$ cat config.mk
export PLATFORM = sky130hd
export DESIGN_NAME = irq_prio_ctrl
export DESIGN_NICKNAME = d
export VERILOG_FILES = /design/src/rtl/irq_pkg.sv /design/src/rtl/irq_ext_detect.sv /design/src/rtl/irq_flag_bank.sv /design/src/rtl/irq_prio_arb.sv /design/src/rtl/irq_prio_ctrl.sv
export SDC_FILE = /design/constraint.sdc
export NUM_CORES = 1
export LEC_CHECK = 0
export BUFFER_PORTS_ARGS = -buffer_cell sky130_fd_sc_hd__buf_2
export CAP_MARGIN = 40
export CORE_MARGIN = 1
export CORE_UTILIZATION = 40
export DETAILED_ROUTE_END_ITERATION = 10
export PLACE_DENSITY = 0.71
export SYNTH_ARGS = -nofsm -noshare
export SYNTH_HDL_FRONTEND = slang
export SYNTH_SLANG_ARGS = --single-unit
$ cat constraint.sdc
create_clock -name clk -period 1.1 [get_ports clk]
set_input_delay 0.055 -clock clk [delete_from_list [all_inputs] [get_ports clk]]
set_output_delay 0.055 -clock clk [all_outputs]
set_load 0.01 [all_outputs]
$ cat src/rtl/irq_pkg.sv
// Package: shared constants and the source index map for the interrupt
// controller. Assumes exactly six sources with a fixed, non-programmable order.
package irq_pkg;
    localparam int NUM_SRC = 6;
    localparam int IDX_W   = $clog2(NUM_SRC);
    localparam int NUM_EXT = 2;
    localparam int NUM_TMR = 3;

    // Index of each source; lower value means higher priority.
    typedef enum logic [IDX_W-1:0] {
        SRC_EXT0 = 3'd0,
        SRC_TMR0 = 3'd1,
        SRC_EXT1 = 3'd2,
        SRC_TMR1 = 3'd3,
        SRC_SER  = 3'd4,
        SRC_TMR2 = 3'd5
    } src_e;
endpackage

$ cat src/rtl/irq_ext_detect.sv
// Module: one external request pin. Synchronizes the active-low pin,
// detects falling edges and keeps an edge flag, or passes the level through.
// Assumes edge_mode is static while a transition is in the synchronizer.
module irq_ext_detect #(
    parameter int SYNC_STAGES = 2
) (
    input  logic clk,
    input  logic rst_n,
    input  logic pin_n,
    input  logic edge_mode,
    input  logic ack_clr,
    output logic req
);
    logic [SYNC_STAGES-1:0] sync_q;
    logic                   prev_q;
    logic                   flag_q;
    logic                   pin_s;
    logic                   fall;

    // Synchronizer chain, reset to idle high so release gives no false edge.
    always_ff @(posedge clk) begin
        if (!rst_n) begin
            sync_q <= '1;
        end else begin
            sync_q[0] <= pin_n;
            for (int i = 1; i < SYNC_STAGES; i++) begin
                sync_q[i] <= sync_q[i-1];
            end
        end
    end

    assign pin_s = sync_q[SYNC_STAGES-1];

    // Previous synchronized sample for edge comparison.
    always_ff @(posedge clk) begin
        if (!rst_n) prev_q <= 1'b1;
        else        prev_q <= pin_s;
    end

    assign fall = prev_q & ~pin_s;

    // Edge flag: set on fall, cleared on acknowledge, unused in level mode.
    always_ff @(posedge clk) begin
        if (!rst_n)          flag_q <= 1'b0;
        else if (!edge_mode) flag_q <= 1'b0;
        else if (fall)       flag_q <= 1'b1;
        else if (ack_clr)    flag_q <= 1'b0;
    end

    // Request selection between latched edge and live level.
    assign req = edge_mode ? flag_q : ~pin_s;

    AST_EDGE_SETS: assert property (@(posedge clk) disable iff (!rst_n)
        edge_mode && fall |=> flag_q);
    AST_EDGE_ACK_CLEARS: assert property (@(posedge clk) disable iff (!rst_n)
        edge_mode && ack_clr && !fall |=> !flag_q);
endmodule

$ cat src/rtl/irq_flag_bank.sv
// Module: holds the timer overflow flags and assembles the six-bit pending
// vector in priority order. Decodes the acknowledge into per-source clears.
// Assumes timer strobes are single-cycle and ack_idx is valid with ack.
module irq_flag_bank
    import irq_pkg::*;
(
    input  logic               clk,
    input  logic               rst_n,
    input  logic [NUM_EXT-1:0] ext_req,
    input  logic [NUM_TMR-1:0] tmr_ovf,
    input  logic               ser_flag,
    input  logic               ack,
    input  logic [IDX_W-1:0]   ack_idx,
    output logic [NUM_EXT-1:0] ext_ack,
    output logic [NUM_SRC-1:0] pend
);
    // Index of each timer and each external pin in the priority map.
    localparam logic [IDX_W-1:0] TMR_IDX [NUM_TMR] = '{SRC_TMR0, SRC_TMR1, SRC_TMR2};
    localparam logic [IDX_W-1:0] EXT_IDX [NUM_EXT] = '{SRC_EXT0, SRC_EXT1};

    logic [NUM_TMR-1:0] tmr_flag_q;
    logic [NUM_TMR-1:0] tmr_ack;

    genvar g;
    generate
        for (g = 0; g < NUM_TMR; g++) begin : g_tmr
            assign tmr_ack[g] = ack && (ack_idx == TMR_IDX[g]);

            // Timer flag: set on overflow (wins over ack), cleared on ack.
            always_ff @(posedge clk) begin
                if (!rst_n)           tmr_flag_q[g] <= 1'b0;
                else if (tmr_ovf[g])  tmr_flag_q[g] <= 1'b1;
                else if (tmr_ack[g])  tmr_flag_q[g] <= 1'b0;
            end

            AST_TMR_LATCH: assert property (@(posedge clk) disable iff (!rst_n)
                tmr_ovf[g] |=> tmr_flag_q[g]);
            AST_TMR_KEEP: assert property (@(posedge clk) disable iff (!rst_n)
                tmr_flag_q[g] && !tmr_ack[g] |=> tmr_flag_q[g]);
        end

        for (g = 0; g < NUM_EXT; g++) begin : g_ext
            assign ext_ack[g] = ack && (ack_idx == EXT_IDX[g]);
        end
    endgenerate

    // Pending vector in priority order.
    always_comb begin
        pend           = '0;
        pend[SRC_EXT0] = ext_req[0];
        pend[SRC_TMR0] = tmr_flag_q[0];
        pend[SRC_EXT1] = ext_req[1];
        pend[SRC_TMR1] = tmr_flag_q[1];
        pend[SRC_SER]  = ser_flag;
        pend[SRC_TMR2] = tmr_flag_q[2];
    end
endmodule

$ cat src/rtl/irq_prio_arb.sv
// Module: masks pending requests with the master and per-source enables and
// registers the lowest-index winner as the CPU request and index.
// Assumes the pending vector is already synchronous to clk.
module irq_prio_arb
    import irq_pkg::*;
(
    input  logic               clk,
    input  logic               rst_n,
    input  logic [NUM_SRC-1:0] pend,
    input  logic               glb_en,
    input  logic [NUM_SRC-1:0] src_en,
    output logic               irq,
    output logic [IDX_W-1:0]   irq_idx
);
    logic [NUM_SRC-1:0] masked;
    logic               win_vld;
    logic [IDX_W-1:0]   win_idx;

    assign masked = pend & src_en & {NUM_SRC{glb_en}};

    // Priority encoder: scanning downward leaves the lowest set index.
    always_comb begin
        win_vld = 1'b0;
        win_idx = '0;
        for (int i = NUM_SRC - 1; i >= 0; i--) begin
            if (masked[i]) begin
                win_vld = 1'b1;
                win_idx = IDX_W'(i);
            end
        end
    end

    // Output register for request line and index.
    always_ff @(posedge clk) begin
        if (!rst_n) begin
            irq     <= 1'b0;
            irq_idx <= '0;
        end else begin
            irq     <= win_vld;
            irq_idx <= win_idx;
        end
    end

    AST_IDX_RANGE: assert property (@(posedge clk) disable iff (!rst_n)
        irq |-> (irq_idx < IDX_W'(NUM_SRC)));
    AST_GLOBAL_OFF: assert property (@(posedge clk) disable iff (!rst_n)
        !glb_en |=> (!irq && irq_idx == '0));

    genvar k;
    generate
        for (k = 0; k < NUM_SRC; k++) begin : g_chk
            AST_SRC_MASKED: assert property (@(posedge clk) disable iff (!rst_n)
                !src_en[k] |=> !(irq && irq_idx == IDX_W'(k)));
            AST_PRIO_WIN: assert property (@(posedge clk) disable iff (!rst_n)
                masked[k] |=> (irq && irq_idx <= IDX_W'(k)));
        end
    endgenerate
endmodule

$ cat src/rtl/irq_prio_ctrl.sv
// Module: top of the fixed-priority interrupt controller. Wires two external
// pin detectors, the flag bank and the registered arbiter.
// Assumes all inputs except ext_n_i are synchronous to clk.
module irq_prio_ctrl
    import irq_pkg::*;
#(
    parameter int SYNC_STAGES = 2
) (
    input  logic               clk,
    input  logic               rst_n,
    input  logic [NUM_EXT-1:0] ext_n_i,
    input  logic [NUM_EXT-1:0] ext_edge_sel_i,
    input  logic [NUM_TMR-1:0] tmr_ovf_i,
    input  logic               ser_flag_i,
    input  logic               glb_en_i,
    input  logic [NUM_SRC-1:0] src_en_i,
    input  logic               ack_i,
    input  logic [IDX_W-1:0]   ack_idx_i,
    output logic               irq_o,
    output logic [IDX_W-1:0]   irq_idx_o
);
    logic [NUM_EXT-1:0] ext_req;
    logic [NUM_EXT-1:0] ext_ack;
    logic [NUM_SRC-1:0] pend;

    genvar n;
    generate
        for (n = 0; n < NUM_EXT; n++) begin : g_pin
            irq_ext_detect #(
                .SYNC_STAGES (SYNC_STAGES)
            ) u_det (
                .clk       (clk),
                .rst_n     (rst_n),
                .pin_n     (ext_n_i[n]),
                .edge_mode (ext_edge_sel_i[n]),
                .ack_clr   (ext_ack[n]),
                .req       (ext_req[n])
            );
        end
    endgenerate

    irq_flag_bank u_flags (
        .clk      (clk),
        .rst_n    (rst_n),
        .ext_req  (ext_req),
        .tmr_ovf  (tmr_ovf_i),
        .ser_flag (ser_flag_i),
        .ack      (ack_i),
        .ack_idx  (ack_idx_i),
        .ext_ack  (ext_ack),
        .pend     (pend)
    );

    irq_prio_arb u_arb (
        .clk     (clk),
        .rst_n   (rst_n),
        .pend    (pend),
        .glb_en  (glb_en_i),
        .src_en  (src_en_i),
        .irq     (irq_o),
        .irq_idx (irq_idx_o)
    );

    AST_SER_ACK_IGNORED: assert property (@(posedge clk) disable iff (!rst_n)
        ser_flag_i && glb_en_i && (src_en_i == '1) && ack_i && ack_idx_i == SRC_SER
        && (pend[3:0] == '0) |=> (irq_o && irq_idx_o == SRC_SER));
endmodule

==> run metrics <==
global route overflow=0; worst setup margin=0.01869 ns; min-delay src=ack_idx_i[1]; Placer Congestion=roughly 0.74; # diodes=0; Arrival @ worst endpoint=around 1.3 ns; Final ANT Viol Nets=0; first-pass GRT wire length=approximately 2.3 mm; slowest CP cell=dfxtp_2; Core Area=roughly 0.0014 sq mm; Hold Path End=g_pin[0].u_det.flag_q$_SDFFE_PN0P_; pin count of the biggest net entering global routing=11; total power=1.076 mW; flops & latches, synth=15; Syn Nets=86; initial drt markers=16; hpwl dp=1.015 mm; PortBufs=24; Clock Latency Late Sink=around 0.29 ns; die span in x=~42 um; Area contributors post-synth=dfxtp_1 48%, nand2b_1 8.0%, nand2_1 4.2%; DP Cell Count=roughly 110; Initial DRT Pass Iterations=4; Unique masters post-synth=26; critical path data required time=roughly 1.3 ns; RSZ-0062 raised after global routing=yes; clock power share=0.294; Slew Viols, Final=0; Worst Setup End Kind=flop; Critical Path Start Type=flop; hold depth=3; cells on worst reg2reg path=3; worst slew pin tran=approximately 0.27 ns; flop-to-flop setup slack=0.02 ns; full die area=about 0.0017 sq mm; syn avg cell area=9.663 sq um; Comb power frac=0.166; post-layout net count=127; Root Driver=clkbuf_4; Slew HR=0.8172; Tmin final=1.081 ns; vias per inst=around 5.2; FF-to-FF Start=g_pin[0].u_det.sync_q[1]$_SDFF_PN1_; Post-Syn Instances=65; Worst Hold Class=input pin to flop; sequential fraction of the synthesis area=0.4781; P_sw=around 0.27 mW; FF-to-FF End=u_arb.irq_idx[1]$_SDFF_PP0_; P&R area growth vs syn=47.21%; fmax=0.9248 GHz; VDD IR-drop max=around 760 uV; sequential share of power=0.540; CTS tree=done; Final period util=0.9830; final hold viol count=0; Die Ht=between 40 and 50 um; CTS max path bufs=2; worst-path cell chain=or2_1 > a21oi_2 > and4b_1; Cell Pwr Density=roughly 1200 mW/mm^2; Total GRT Usage=0.1709; layout cells sized above 1=0.4476; vias in the first global route=580; cell taking the most area after synthesis=dfxtp_1; Max Clock Skew=approximately 0.0025 ns; fill count=110; FP Rows=13; Residual DRC=0; routed vias=approximately 620; post-synth top area share=0.4781; H-Tree Level Count=1; final cell count without fillers=120; warnings from Yosys=0; Initial Utilization=0.4543; leakage power=approximately 0.41 nW; Total Routed Length=1.351 mm; P_int=slightly above 0.8 mW; pre-CTS setup slack=slightly above 0.0009 ns; clk sinks=15; count of final setup violators=0; antenna violations before repair=0; Worst Path Class, Setup=flop to flop; Net Sw Frac=0.2512; status=finished clean; number of CTS-inserted buffers=3; Reg clk slew, reported paths=~0.090 ns; I/O pin count=25; post-synthesis cell area=628.1 sq um; crit-path max FO=4; max-cap check violation count=0; WL/cell=approximately 11 um; Critical Path Max Stage Delay=roughly 0.33 ns
synth_stat cells (all sizes together):
library cell	count
dfxtp	15
nand2b	8
nand2	7
a21oi	6
nor2	4
inv	3
and2b	2
nand3	2
nand4b	2
a2111oi	1
a211oi	1
a22oi	1
a2bb2oi	1
and3	1
and4b	1
clkbuf	1
nand3b	1
nand4bb	1
nor3	1
nor4b	1
o21ai	1
o31ai	1
o41a	1
o41ai	1
or2	1
flip-flops by register name, indices dropped and copies added (netlist names):
signal	cells
g_pin.u_det.sync_q	4
u_arb.irq_idx	3
u_flags.pend	3
g_pin.u_det.flag_q	2
g_pin.u_det.prev_q	2
u_arb.irq	1
layout by cell type (no fill, tap or decap), drive strengths merged:
| cell | instances |
|---|---|
| nor4b | 1 |
| buf | 30 |
| and3 | 1 |
| o41ai | 1 |
| o31ai | 1 |
| and4b | 1 |
| nand3b | 1 |
| nor3 | 1 |
| nand2b | 8 |
| or2 | 1 |
| dlygate4sd3 | 7 |
| dfxtp | 15 |
| nand4b | 2 |
| nand2 | 7 |
| nand4bb | 1 |
| a22oi | 1 |
| a2bb2oi | 1 |
| and2b | 2 |
| clkbuf | 3 |
| o21ai | 1 |
| nand3 | 2 |
| a2111oi | 1 |
| a21oi | 6 |
| a211oi | 1 |
| inv | 3 |
| o41a | 1 |
| clkinv | 1 |
| nor2 | 4 |
critical path, delay by kind of cell, from the launching register on:
kind	cells	cell delay, ns
simple gates	2	0.43
flops	1	0.33
compound gates	1	0.23
kinds of logic (layout without fill, tap and decap cells):
| family | count (synthesis) | count (layout) | share of synthesized area |
|---|---|---|---|
| buf+inv | 4 | 44 | 0.02390 |
| simple gates | 32 | 32 | 0.3227 |
| compound gates | 14 | 14 | 0.1753 |
| flops | 15 | 15 | 0.4781 |
metrics by stage:
step	hold WS, ns	instance area, sq um	utilization	TNS, ns
after floorplan	0.1565	628.1	-	0
after global placement	0.2357	800.8	0.5792	0
after detailed placement	0.2462	800.8	0.5792	0
after CTS	0.1003	905.9	0.6552	0
after global routing	0.1058	924.6	0.6688	-0.03399
final	0.1043	924.6	0.6688	0
final cells by class:
| class | count | area (sq um) | share of cell area |
|---|---|---|---|
| Sequential cell | 15 | 305.3 | 0.3302 |
| Timing Repair Buffer | 37 | 235.2 | 0.2544 |
| Clock inverter | 1 | 5.005 | 0.005413 |
| Tap cell | 15 | 18.77 | 0.02030 |
| Clock buffer | 3 | 22.52 | 0.02436 |
| Inverter | 3 | 11.26 | 0.01218 |
| Multi-Input combinational cell | 46 | 326.6 | 0.3532 |
power groups by stage:
| stage | Combinational (mW) | Clock (mW) | Sequential, mW |
|---|---|---|---|
| global placement | 0.147 | 0 | 0.591 |
| detailed placement | 0.149 | 0 | 0.592 |
| global route | 0.197 | 0.361 | 0.584 |
| CTS | 0.172 | 0.325 | 0.580 |
| floorplan | 0.0673 | 0 | 0.595 |
| finish | 0.179 | 0.316 | 0.581 |
repair_timing:
action                                 in CTS  in global routing
pin swaps                                   1                  5
endpoints found under the hold margin       7                  0
gates resized for setup                     2                  5
buffers inserted                            0                  1
setup endpoints to repair                   1                  4
hold buffers                                7                  0
layer usage:
metal	vias up	GRT usage	part of all wire
li1	313	-	-
met5	-	0	0
met3	4	0.03043	0.060
met4	0	0.09677	0.018
met1	282	0.2055	0.44
met2	24	0.2844	0.48
worst max path at each step:
stage                                             start                           to  slack, ns  cells past startpoint
floorplan            g_pin[1].u_det.flag_q$_SDFFE_PN0P_         u_arb.irq$_SDFF_PN0_       0.03                      3
global placement     g_pin[1].u_det.flag_q$_SDFFE_PN0P_         u_arb.irq$_SDFF_PN0_       0.02                      3
detailed placement   g_pin[1].u_det.flag_q$_SDFFE_PN0P_         u_arb.irq$_SDFF_PN0_     0.0009                      3
CTS                        u_flags.pend[1]$_SDFFE_PN0P_         u_arb.irq$_SDFF_PN0_      0.002                      3
global route         g_pin[1].u_det.flag_q$_SDFFE_PN0P_         u_arb.irq$_SDFF_PN0_      -0.02                      3
finish              g_pin[0].u_det.sync_q[1]$_SDFF_PN1_  u_arb.irq_idx[1]$_SDFF_PP0_       0.02                      3
Note: power is estimated with default switching activity, not from simulation.
